File: config.mk
export PLATFORM = sky130hd
export DESIGN_NAME = pred_elem_gate
export DESIGN_NICKNAME = d
export VERILOG_FILES = /design/src/rtl/pgate_pkg.sv /design/src/rtl/pg_mask_pick.sv /design/src/rtl/pg_cond_test.sv /design/src/rtl/pg_decide.sv /design/src/rtl/pred_elem_gate.sv
export SDC_FILE = /design/constraint.sdc
export NUM_CORES = 1
export LEC_CHECK = 0
export ABC_AREA = 1
export CORE_UTILIZATION = 34
export CTS_CLUSTER_DIAMETER = 30
export CTS_CLUSTER_SIZE = 25
export DETAILED_ROUTE_END_ITERATION = 12
export DONT_BUFFER_PORTS = 1
export GPL_TIMING_DRIVEN = 0
export PLACE_DENSITY = 0.57
export SLEW_MARGIN = 5
export SYNTH_ARGS = -nofsm -noshare
export SYNTH_HDL_FRONTEND = slang
export SYNTH_SLANG_ARGS = --single-unit
File: constraint.sdc
create_clock -name clk -period 1.3 [get_ports clk]
set_clock_uncertainty 0.2 [all_clocks]
set_input_delay 0.195 -clock clk [delete_from_list [all_inputs] [get_ports clk]]
set_output_delay 0.195 -clock clk [all_outputs]
set_load 0.05 [all_outputs]
File: src/rtl/pgate_pkg.sv
package pgate_pkg;

  typedef enum logic [1:0] {
    SEL_LT = 2'd0,
    SEL_GT = 2'd1,
    SEL_EQ = 2'd2,
    SEL_SO = 2'd3
  } cbit_sel_e;

  typedef struct packed {
    logic lt;
    logic gt;
    logic eq;
    logic so;
  } cond_t;

  typedef struct packed {
    logic res_we;
    logic res_zero;
    logic cond_we;
  } gate_t;

  localparam int unsigned COND_W = $bits(cond_t);

endpackage

File: src/rtl/pg_mask_pick.sv
module pg_mask_pick #(
  parameter int unsigned NUM_ELEM = 64,
  localparam int unsigned IDX_W = (NUM_ELEM > 1) ? $clog2(NUM_ELEM) : 1
) (
  input  logic [NUM_ELEM-1:0] mask_i,
  input  logic [IDX_W-1:0]    idx_i,
  input  logic                use_mask_i,
  output logic                bit_o
);

  logic [NUM_ELEM-1:0] onehot;
  logic                picked;

  // one-hot decode of the index, then AND-OR reduce: keeps depth logarithmic
  for (genvar g = 0; g < NUM_ELEM; g++) begin : g_dec
    assign onehot[g] = (idx_i == IDX_W'(g));
  end

  assign picked = |(onehot & mask_i);

  always_comb begin
    bit_o = use_mask_i ? picked : 1'b1;
  end

endmodule

File: src/rtl/pg_cond_test.sv
module pg_cond_test
  import pgate_pkg::*;
(
  input  cond_t     cond_i,
  input  cbit_sel_e sel_i,
  input  logic      inv_i,
  output logic      pass_o
);

  logic picked;

  always_comb begin
    unique case (sel_i)
      SEL_LT:  picked = cond_i.lt;
      SEL_GT:  picked = cond_i.gt;
      SEL_EQ:  picked = cond_i.eq;
      SEL_SO:  picked = cond_i.so;
      default: picked = 1'b0;
    endcase
    pass_o = picked ^ inv_i;
  end

endmodule

File: src/rtl/pg_decide.sv
module pg_decide
  import pgate_pkg::*;
(
  input  logic  valid_i,
  input  logic  pbit_i,
  input  logic  pass_i,
  input  logic  zero_en_i,
  input  logic  rc1_i,
  output gate_t gate_o
);

  logic active;
  logic rejected;

  always_comb begin
    active   = valid_i & pbit_i;
    rejected = valid_i & (~pbit_i | ~pass_i);

    gate_o          = '0;
    gate_o.cond_we  = active;
    if (!rc1_i) begin
      if (active && pass_i) begin
        gate_o.res_we = 1'b1;
      end else if (rejected && zero_en_i) begin
        gate_o.res_we   = 1'b1;
        gate_o.res_zero = 1'b1;
      end
    end
  end

endmodule

File: src/rtl/pred_elem_gate.sv
module pred_elem_gate
  import pgate_pkg::*;
#(
  parameter int unsigned NUM_ELEM = 64,
  localparam int unsigned IDX_W = (NUM_ELEM > 1) ? $clog2(NUM_ELEM) : 1
) (
  input  logic                clk,
  input  logic                rst_n,
  input  logic                in_valid,
  input  logic [IDX_W-1:0]    elem_idx,
  input  logic [NUM_ELEM-1:0] pred_mask,
  input  logic                pred_en,
  input  logic                zero_en,
  input  logic [COND_W-1:0]   cond_field,
  input  logic [1:0]          test_sel,
  input  logic                test_inv,
  input  logic                rc1_mode,
  output logic                out_valid,
  output logic                res_we,
  output logic                res_zero,
  output logic                cond_we
);

  logic  pbit;
  logic  pass;
  gate_t gate_nxt;
  gate_t gate_q;
  logic  valid_nxt;
  logic  valid_q;

  pg_mask_pick #(.NUM_ELEM(NUM_ELEM)) u_pick (
    .mask_i     (pred_mask),
    .idx_i      (elem_idx),
    .use_mask_i (pred_en),
    .bit_o      (pbit)
  );

  pg_cond_test u_test (
    .cond_i (cond_t'(cond_field)),
    .sel_i  (cbit_sel_e'(test_sel)),
    .inv_i  (test_inv),
    .pass_o (pass)
  );

  pg_decide u_dec (
    .valid_i   (in_valid),
    .pbit_i    (pbit),
    .pass_i    (pass),
    .zero_en_i (zero_en),
    .rc1_i     (rc1_mode),
    .gate_o    (gate_nxt)
  );

  always_comb begin
    valid_nxt = in_valid;
  end

  always_ff @(posedge clk or negedge rst_n) begin
    if (!rst_n) begin
      valid_q <= 1'b0;
      gate_q  <= '0;
    end else begin
      valid_q <= valid_nxt;
      gate_q  <= gate_nxt;
    end
  end

  assign out_valid = valid_q;
  assign res_we    = gate_q.res_we;
  assign res_zero  = gate_q.res_zero;
  assign cond_we   = gate_q.cond_we;

  AST_MASKED_NO_COND: assert property (@(posedge clk) disable iff (!rst_n)
    in_valid && pred_en && !pred_mask[elem_idx] |=> !cond_we);
  AST_NOPRED_COND: assert property (@(posedge clk) disable iff (!rst_n)
    in_valid && !pred_en |=> cond_we);
  AST_RC1_NO_RESULT: assert property (@(posedge clk) disable iff (!rst_n)
    in_valid && rc1_mode |=> !res_we && !res_zero);
  AST_ZERO_HAS_WE: assert property (@(posedge clk) disable iff (!rst_n)
    res_zero |-> res_we && out_valid);
  AST_RESULT_NEEDS_COND: assert property (@(posedge clk) disable iff (!rst_n)
    res_we && !res_zero |-> cond_we);
  AST_NOZERO_NO_ZERO: assert property (@(posedge clk) disable iff (!rst_n)
    in_valid && !zero_en |=> !res_zero);
  AST_IDLE_QUIET: assert property (@(posedge clk) disable iff (!rst_n)
    !in_valid |=> !out_valid && !res_we && !res_zero && !cond_we);

endmodule

Word-level counts from Yosys, hierarchy flattened
Cells that the tools add are included.

operators by class
  equal/unequal tests = 66
  reductions and logical operators = 5
  multiplexer cells = 6
  bitwise operators = 7

operator list
  cell                                                  count
  equality test 6 bit (second input constant)           32
  equality test 6 x 5 -> 1 bit (second input constant)  16
  AND 64 bit                                            1
  OR reduction 64 bit                                   1
  equality test 6 x 4 -> 1 bit (second input constant)  8
  equality test 6 x 3 -> 1 bit (second input constant)  4
  equality test 6 x 2 -> 1 bit (second input constant)  2
  equality test 6 x 1 -> 1 bit (second input constant)  1
  zero test 6 bit                                       1
  equality test 2 bit (second input constant)           2
  2-to-1 mux 2 bit                                      2
  case mux 1 bit (4 select lines)                       1
  2-to-1 mux 1 bit                                      3
  AND 1 bit                                             2
  equality test 2 x 1 -> 1 bit (second input constant)  1
  logical AND 1 bit                                     2
  zero test 2 bit                                       1
  NOT 1 bit                                             2
  OR 1 bit                                              1
  XOR 1 bit                                             1

word-level totals
  bits in registers = 4

Logic depth before layout (Yosys ltp)
Gate-level depths: netlist (run 1).

  depth after elaboration = 11
  gate-level depth with buffers = 13

Hierarchy
A second synthesis (run 1) with hierarchy kept.

unflattened totals
  cells, all modules = 200
  area, all modules = 959.7 um2

by module, submodules not included
  module          seq. area each (um2)  area an instance (um2)  times used  cells an instance
  pg_mask_pick    0.0                   745.7                   1           172
  pred_elem_gate  100.1                 100.1                   1           4
  pg_cond_test    0.0                   57.6                    1           13
  pg_decide       0.0                   56.3                    1           11

Worst setup path before layout (run 1)
Ideal clock, no wire load.

  path kind = input -> register
  start point = input elem_idx[3]
  end point = register gate_q, in the netlist res_we
  buffers on the path = 1
  slack = -210 ps
  arrival = 1233 ps
  data required time = 1023 ps
  library setup time = 77 ps
  stages on the path = 12
  cell sequence = nor2_1 -> buf_4 -> nand3_1 -> nand2_1 -> nor2_1 -> nand2_1 -> nand2_1 -> nand3_1 -> nor2_1 -> nand2_1 -> nand2_1 -> a21oi_1

RTL lines
  item                  RTL line              RTL
  from (decl)           pred_elem_gate.sv:10  input logic [IDX_W-1:0] elem_idx,
  to (signal assigned)  pred_elem_gate.sv:64  gate_q <= gate_nxt;
  to (decl)             pred_elem_gate.sv:27  gate_t gate_q;

==> summary.md, run 1 <==
| Metric | Value |
|---|---|
| Top cells by count, synth | `70 x nand2_1, 48 x nand3_1, 34 x nor2_1` |
| Main combinational cell family by area after synthesis | `simple AND/OR/NAND/NOR gates` |
| WP data required | `roughly 1300 ps` |
| Aggregate global routing overflow | `0` |
| Post-synthesis adder-cell area fraction | `0%` |
| N_diodes | `0` |
| Fmax | `around 780 MHz` |
| GP Congestion | `just over 0.8` |
| Failing checks | `hold timing` |
| Largest stage delay on the critical path | `approximately 180 ps` |
| Hold path endpoint | `res_we$_DFF_PN0_` |
| Cts bufs inserted | `3` |
| Slew Limit Fails | `0` |
| Final hold vios | `1` |
| Number of port buffers | `0` |
| Synth area leaders | `nand2_1 29%, nand3_1 27%, nor2_1 14%` |
| RSZ-0062 raised after global routing | `true` |
| Placed cell area | `0.00104 mm^2` |
| Vias/cell | `about 5.5` |
| Fin Hold WS | `-2.85 ps` |
| Routed met2 length | `between 1500 and 2000 um` |
| Met3 WL | `305 um` |
| Endpoints failing setup | `0` |
| Initial antenna violation count | `0` |
| Leakage | `between 0.0006 and 0.0007 uW` |
| Drt pass-1 iters | `5` |
| CTS sink cnt | `4` |
| Hold-critical path depth | `3` |
| Wire length on met1 | `1260 um` |
| Mapped Area | `~900 um^2` |
| IO Pins | `87` |
| Worst Setup Start Kind | `primary input` |
| CP most frequent cell | `nand2_1` |
| Hold wc startpoint | `test_inv` |
| Crit Path Category | `primary input to flop` |
| Logic pwr share | `between 40% and 50%` |
| Clock network fraction of total power | `about 27%` |
| Area leader, netlist | `nand2_1` |
| FILL cells | `~270` |
| DRT antenna net count | `0` |
| Final cell area excluding filler cells | `0.00122 mm^2` |
| Delay-heaviest family, CP | `simple AND/OR/NAND/NOR gates` |
| Vias in the first global route | `between 1k and 1.5k` |
| Worst-margin pin slew | `451 ps` |
| Compound-Gate Fraction of Synth Area | `4.47%` |
| Switching Share | `40.4%` |
| Post-Synth Simple-Gate Area | `approximately 74%` |
| XOR/XNOR Fraction of Synth Area | `0.978%` |
| Crit path depth | `12` |
| Avg Inst Size Synth | `around 4.8 um^2` |
| EDFF count, synth | `0` |
| DRC | `0` |
| Crit path cell chain | `nor2_4, buf_6, nand3_1, nand2_1, nor2_1, nand2_1, nand2_1, nand3_1, nor2_2, nand2_1, nand2_1, a21oi_2` |
| Drt total wl | `between 3000 and 4000 um` |
| CTS tree | `built` |
| Max rail drop VDD | `roughly 0.28 mV` |
| Synth Warn # | `0` |
| Post-synthesis sequential area ratio | `between 10% and 20%` |
| Die width | `between 50 and 60 um` |
| Rows | `18` |
| Post-Synthesis Cells | `about 190` |
| Initial Util | `between 30% and 40%` |
| Count leader, synth | `nand2_1` |
| Hpwl dp | `2510 um` |
| Layout area overhead | `36.0%` |
| Primary FF master, synth | `dfrtp_1` |
| Area share of the largest cell type after synthesis | `slightly below 30%` |
| Status | `finished, violations left` |
| Reg power frac | `around 29%` |
| Worst setup path start | `elem_idx[2]` |
| Max Used Layer | `met3` |
| Total power | `~580 uW` |
| CTS clk-pin slew, worst paths | `40 ps` |
| Tcrit/Tclk final | `between 90% and 100%` |
| Core area | `~0.0025 mm^2` |
| DIE AREA | `between 0.002 and 0.003 mm^2` |
| Initial DRC count | `29` |
| Power per cell area | `roughly 470 mW/mm^2` |
| Asr flop ratio synth | `100%` |
| Placement Setup Slack | `-252 ps` |
| Worst EP arrival | `1250 ps` |
| Gr usage total | `a little over a fifth` |
| Clk buf depth | `2` |
| Layout cells sized above 1 | `between 20 and 25%` |
| CP bufs+invs | `1` |
| Wire per inst | `approximately 14 um` |
| DR vias | `about 1.3k` |
| Slowest cell on crit path | `nor2_4` |
| Max-cap violation count | `0` |
| CP max FO | `7` |
| Final worst slack | `approximately 17 ps` |
| Internal power | `between 300 and 400 uW` |
| Sw power | `approximately 230 uW` |
| Synth Register Bits | `4` |
| Worst Setup End Kind | `flop` |
| Largest net degree at the start of global routing | `11` |
| Slew margin rel. | `70.0%` |
| Layout net count | `just under 300` |
| Final core utilization | `~49%` |
| Worst hold-check path type | `primary input to flop` |
| Die Y | `53.3 um` |
| Fin crit period | `between 1000 and 1500 ps` |
| CTS root buf | `clkbuf_4` |
| Wire length of the first global-routing pass | `roughly 4500 um` |
| Synth cell types | `16` |
| Mux contribution to synthesized area | `0%` |
| H-tree depth | `1` |
| Mapped Nets | `~270` |
[routing by layer]
| metal | global-route usage [%] | up-vias |
|---|---|---|
| li1 | - | 643 |
| met1 | 25.4 | 575 |
| met2 | 40.6 | 68 |
| met3 | 2.30 | 0 |
| met4 | 3.95 | 0 |
| met5 | 0 | - |
[power by group through the flow]
stage | registers [uW] | clock network, uW | logic [uW]
6_report | 166 | 155 | 256
3_5_place_dp | 167 | 0 | 206
2_1_floorplan | 166 | 0 | 166
5_1_grt | 167 | 161 | 283
3_3_place_gp | 167 | 0 | 201
4_1_cts | 166 | 151 | 236
[what timing repair did]
action / 4_1_cts / 5_1_grt
pin swaps: 2 / 4
gates resized for setup: 2 / 17
hold buffers: 4 / 0
setup endpoints to repair: 1 / 3
endpoints found under the hold margin: 8 / 0
setup buffers: 5 / 1
cloned: 1 / 2
[cells in the final DEF (no fill, tap or decap), types with 2 or more instances in the layout]
| cell type | Yosys | routed |
|---|---|---|
| nand2_1 | 70 | 67 |
| nand3_1 | 48 | 41 |
| nor2_1 | 34 | 23 |
| inv_1 | 15 | 11 |
| nor2_2 | 3 | 8 |
| buf_4 | 2 | 8 |
| nand3_2 | 0 | 7 |
| nor2_4 | 0 | 6 |
| buf_6 | 0 | 4 |
| dfrtp_1 | 4 | 4 |
| dlygate4sd3_1 | 0 | 4 |
| inv_4 | 0 | 3 |
| clkbuf_4 | 0 | 3 |
| nand2_4 | 0 | 2 |
| nand4_1 | 2 | 2 |
[worst max-delay path by stage]
stage                            end  slack [ps]
finish              res_we$_DFF_PN0_          20
global route        res_we$_DFF_PN0_         -80
CTS                 res_we$_DFF_PN0_          10
detailed placement  res_we$_DFF_PN0_        -250
global placement    res_we$_DFF_PN0_        -230
floorplan           res_we$_DFF_PN0_         -40
[through the flow]
stage               instances  TNS [ps]
global route              234      -146
detailed placement        218      -630
global placement          218      -598
floorplan                 188     -65.7
finish                    234         0
CTS                       231         0
[layout make-up]
class / count / area (um^2) / area share, %
Timing Repair inverter: 1 / 6.26 / 0.513
Inverter: 16 / 82.6 / 6.78
Sequential cell: 4 / 100 / 8.21
Tap cell: 30 / 37.5 / 3.08
Clock buffer: 3 / 22.5 / 1.85
Timing Repair Buffer: 12 / 100 / 8.21
Multi-Input combinational cell: 164 / 825 / 67.7
Buffer: 4 / 45.0 / 3.70
[cell families after synthesis]
| family | Yosys count |
|---|---|
| AO/OA/AOI/OAI | 6 |
| XOR/XNOR | 1 |
| buffers and inverters | 20 |
| flip-flops | 4 |
| AND/OR/NAND/NOR | 157 |
[flip-flops by register name (all words and copies together), names as in the netlist]
name / flops
res_we: 1
out_valid: 1
res_zero: 1
cond_we: 1
Power figures use the tool's default switching activity.
==> run 2, diff against run 1 <==
PLACE_DENSITY = 0.55   (was 0.57)
==> run 2 against run 1 <==
Effect of this change:
- combinational power about the same
- count of clock-buffer cells in the layout stayed put
- final cell count shrank 0.85%
- worst setup slack worse by 9.2 ps
- fmax decreased by 0.71%
- die area did not move
- flip-flop and latch count unchanged
- utilization decreased by 0.25 points
- wire length shrank 0.12%
- the run now ends clean
- power shrank 0.58%
- critical path depth stayed put
==> summary.md, run 2 (synthesis results as in run 1) <==
| Metric | Value |
|---|---|
| Status | `finished, final reports clean` |
| Rows | `18` |
| Worst-margin pin slew | `approximately 470 ps` |
| CP bufs+invs | `1` |
| Vias in the first global route | `between 1k and 1.5k` |
| WP data required | `approximately 1300 ps` |
| Max-cap violation count | `0` |
| Power per cell area | `473 mW/mm^2` |
| Layout net count | `287` |
| Commonest non-fill, non-tap cell in the layout | `nand2_1` |
| Slowest cell on crit path | `nor2_4` |
| Worst Setup End Kind | `flop` |
| Initial DRC count | `26` |
| CTS tree | `built` |
| H-tree depth | `1` |
| Worst Setup Start Kind | `primary input` |
| IO Pins | `87` |
| Core area | `roughly 0.0025 mm^2` |
| Setup TNS | `0 ps` |
| Largest net degree at the start of global routing | `11` |
| Vias/cell | `~5.4` |
| GP Congestion | `a little over 0.8` |
| Slew margin rel. | `68.4%` |
| Crit path cell chain | `clkinvlp_4, nor2_4, nand3_1, nand2_1, nor2_1, nand3_1, nand2_1, nand2_1, nor2_1, nand2_1, nand2_1, a21oi_2` |
| Most frequent cells in the layout | `66 x nand2_1, 42 x nand3_1, 26 x nor2_1` |
| Slew Limit Fails | `0` |
| N_diodes | `0` |
| Clk buf depth | `2` |
| Finished Layout Cells | `232` |
| Layout area overhead | `35.3%` |
| Aggregate global routing overflow | `0` |
| Worst EP arrival | `about 1300 ps` |
| Tcrit/Tclk final | `just under 100%` |
| Initial antenna violation count | `0` |
| CTS root buf | `clkbuf_4` |
| RSZ-0062 raised after global routing | `true` |
| Crit Path Category | `primary input to flop` |
| Number of port buffers | `0` |
| Largest stage delay on the critical path | `between 200 and 250 ps` |
| Max rail drop VDD | `between 0.3 and 0.4 mV` |
| Worst hold-check path type | `primary input to asynchronous set/reset pin` |
| Fin crit period | `approximately 1300 ps` |
| Total power | `between 500 and 600 uW` |
| Drt total wl | `roughly 3300 um` |
| FILL cells | `296` |
| DIE AREA | `~0.0028 mm^2` |
| Area taken by multi-input logic gates | `831 um^2` |
| Wire length of the first global-routing pass | `4640 um` |
| CTS sink cnt | `4` |
| Die width | `about 53 um` |
| DRT antenna net count | `0` |
| Storage cell area | `roughly 100 um^2` |
| CP most frequent cell | `nand2_1` |
| Leakage | `between 0.0006 and 0.0007 uW` |
| Final hold vios | `0` |
| Initial Util | `36.2%` |
| Layout cells sized above 1 | `around a fifth` |
| Cts bufs inserted | `3` |
| DR vias | `between 1k and 1.5k` |
| Hpwl dp | `2520 um` |
| CTS clk-pin slew, worst paths | `40 ps` |
| Delay-heaviest family, CP | `simple AND/OR/NAND/NOR gates` |
| Wire per inst | `roughly 14 um` |
| CP max FO | `5` |
| Drt pass-1 iters | `4` |
| Dpl cells | `approximately 220` |
| Fmax | `between 700 and 800 MHz` |
| Die Y | `around 53 um` |
| Endpoints failing setup | `0` |
| Gr usage total | `between 20% and 30%` |
| DRC | `0` |
[run 2: cell types whose count changed in the layout (fill, tap and decap cells not counted), moves of 2 or more]
cell	change
nor2_1	+3
nor2_2	-4
buf_4	-4
nor2_4	+2
[run 2: final timing paths]
check,startpoint,endpoint,cells after the start
min,rst_n,out_valid$_DFF_PN0_,1
max,elem_idx[2],res_we$_DFF_PN0_,12
min in group clk,pred_en,res_zero$_DFF_PN0_,4
max in group asynchronous,rst_n,res_zero$_DFF_PN0_,1
[run 2: per-layer routing]
layer,vias to the layer above,GRT usage [%],routed length (um)
met5,-,0,0
met4,0,5.70,0
met3,0,3.45,279
met2,67,40.4,1610
met1,543,27.3,1390
li1,640,-,-
[run 2: area by class of cell]
cell class,count,area share (%)
Buffer,4,4.02
Clock buffer,3,1.86
Inverter,16,7.12
Multi-Input combinational cell,165,68.5
Sequential cell,4,8.26
Tap cell,30,3.10
Timing Repair Buffer,9,6.60
Timing Repair inverter,1,0.516
[run 2: stage by stage]
step                setup slack (ps)  cell area [um^2]  utilization [%]  hold slack (ps)
CTS                             2.48              1150             46.6             31.4
finish                          7.82              1210             48.9             35.4
global placement                -246              1040             42.0             -301
floorplan                      -42.5              1000                -             -301
detailed placement              -312              1040             42.0             -300
global route                   -86.6              1210             48.9             43.6
[run 2: where the power goes]
group	internal [uW]	total, uW	switching [uW]
Combinational	105	254	149
Clock	103	153	50.3
Sequential	133	166	32.9
[run 2: what timing repair did]
| action | in CTS | in global routing |
|---|---|---|
| gates cloned | 0 | 2 |
| hold endpoints to repair | 8 | 0 |
| setup endpoints to repair | 1 | 3 |
| setup buffers | 4 | 0 |
| gates resized for setup | 3 | 14 |
| pin swaps | 2 | 2 |
| hold buffers | 5 | 0 |
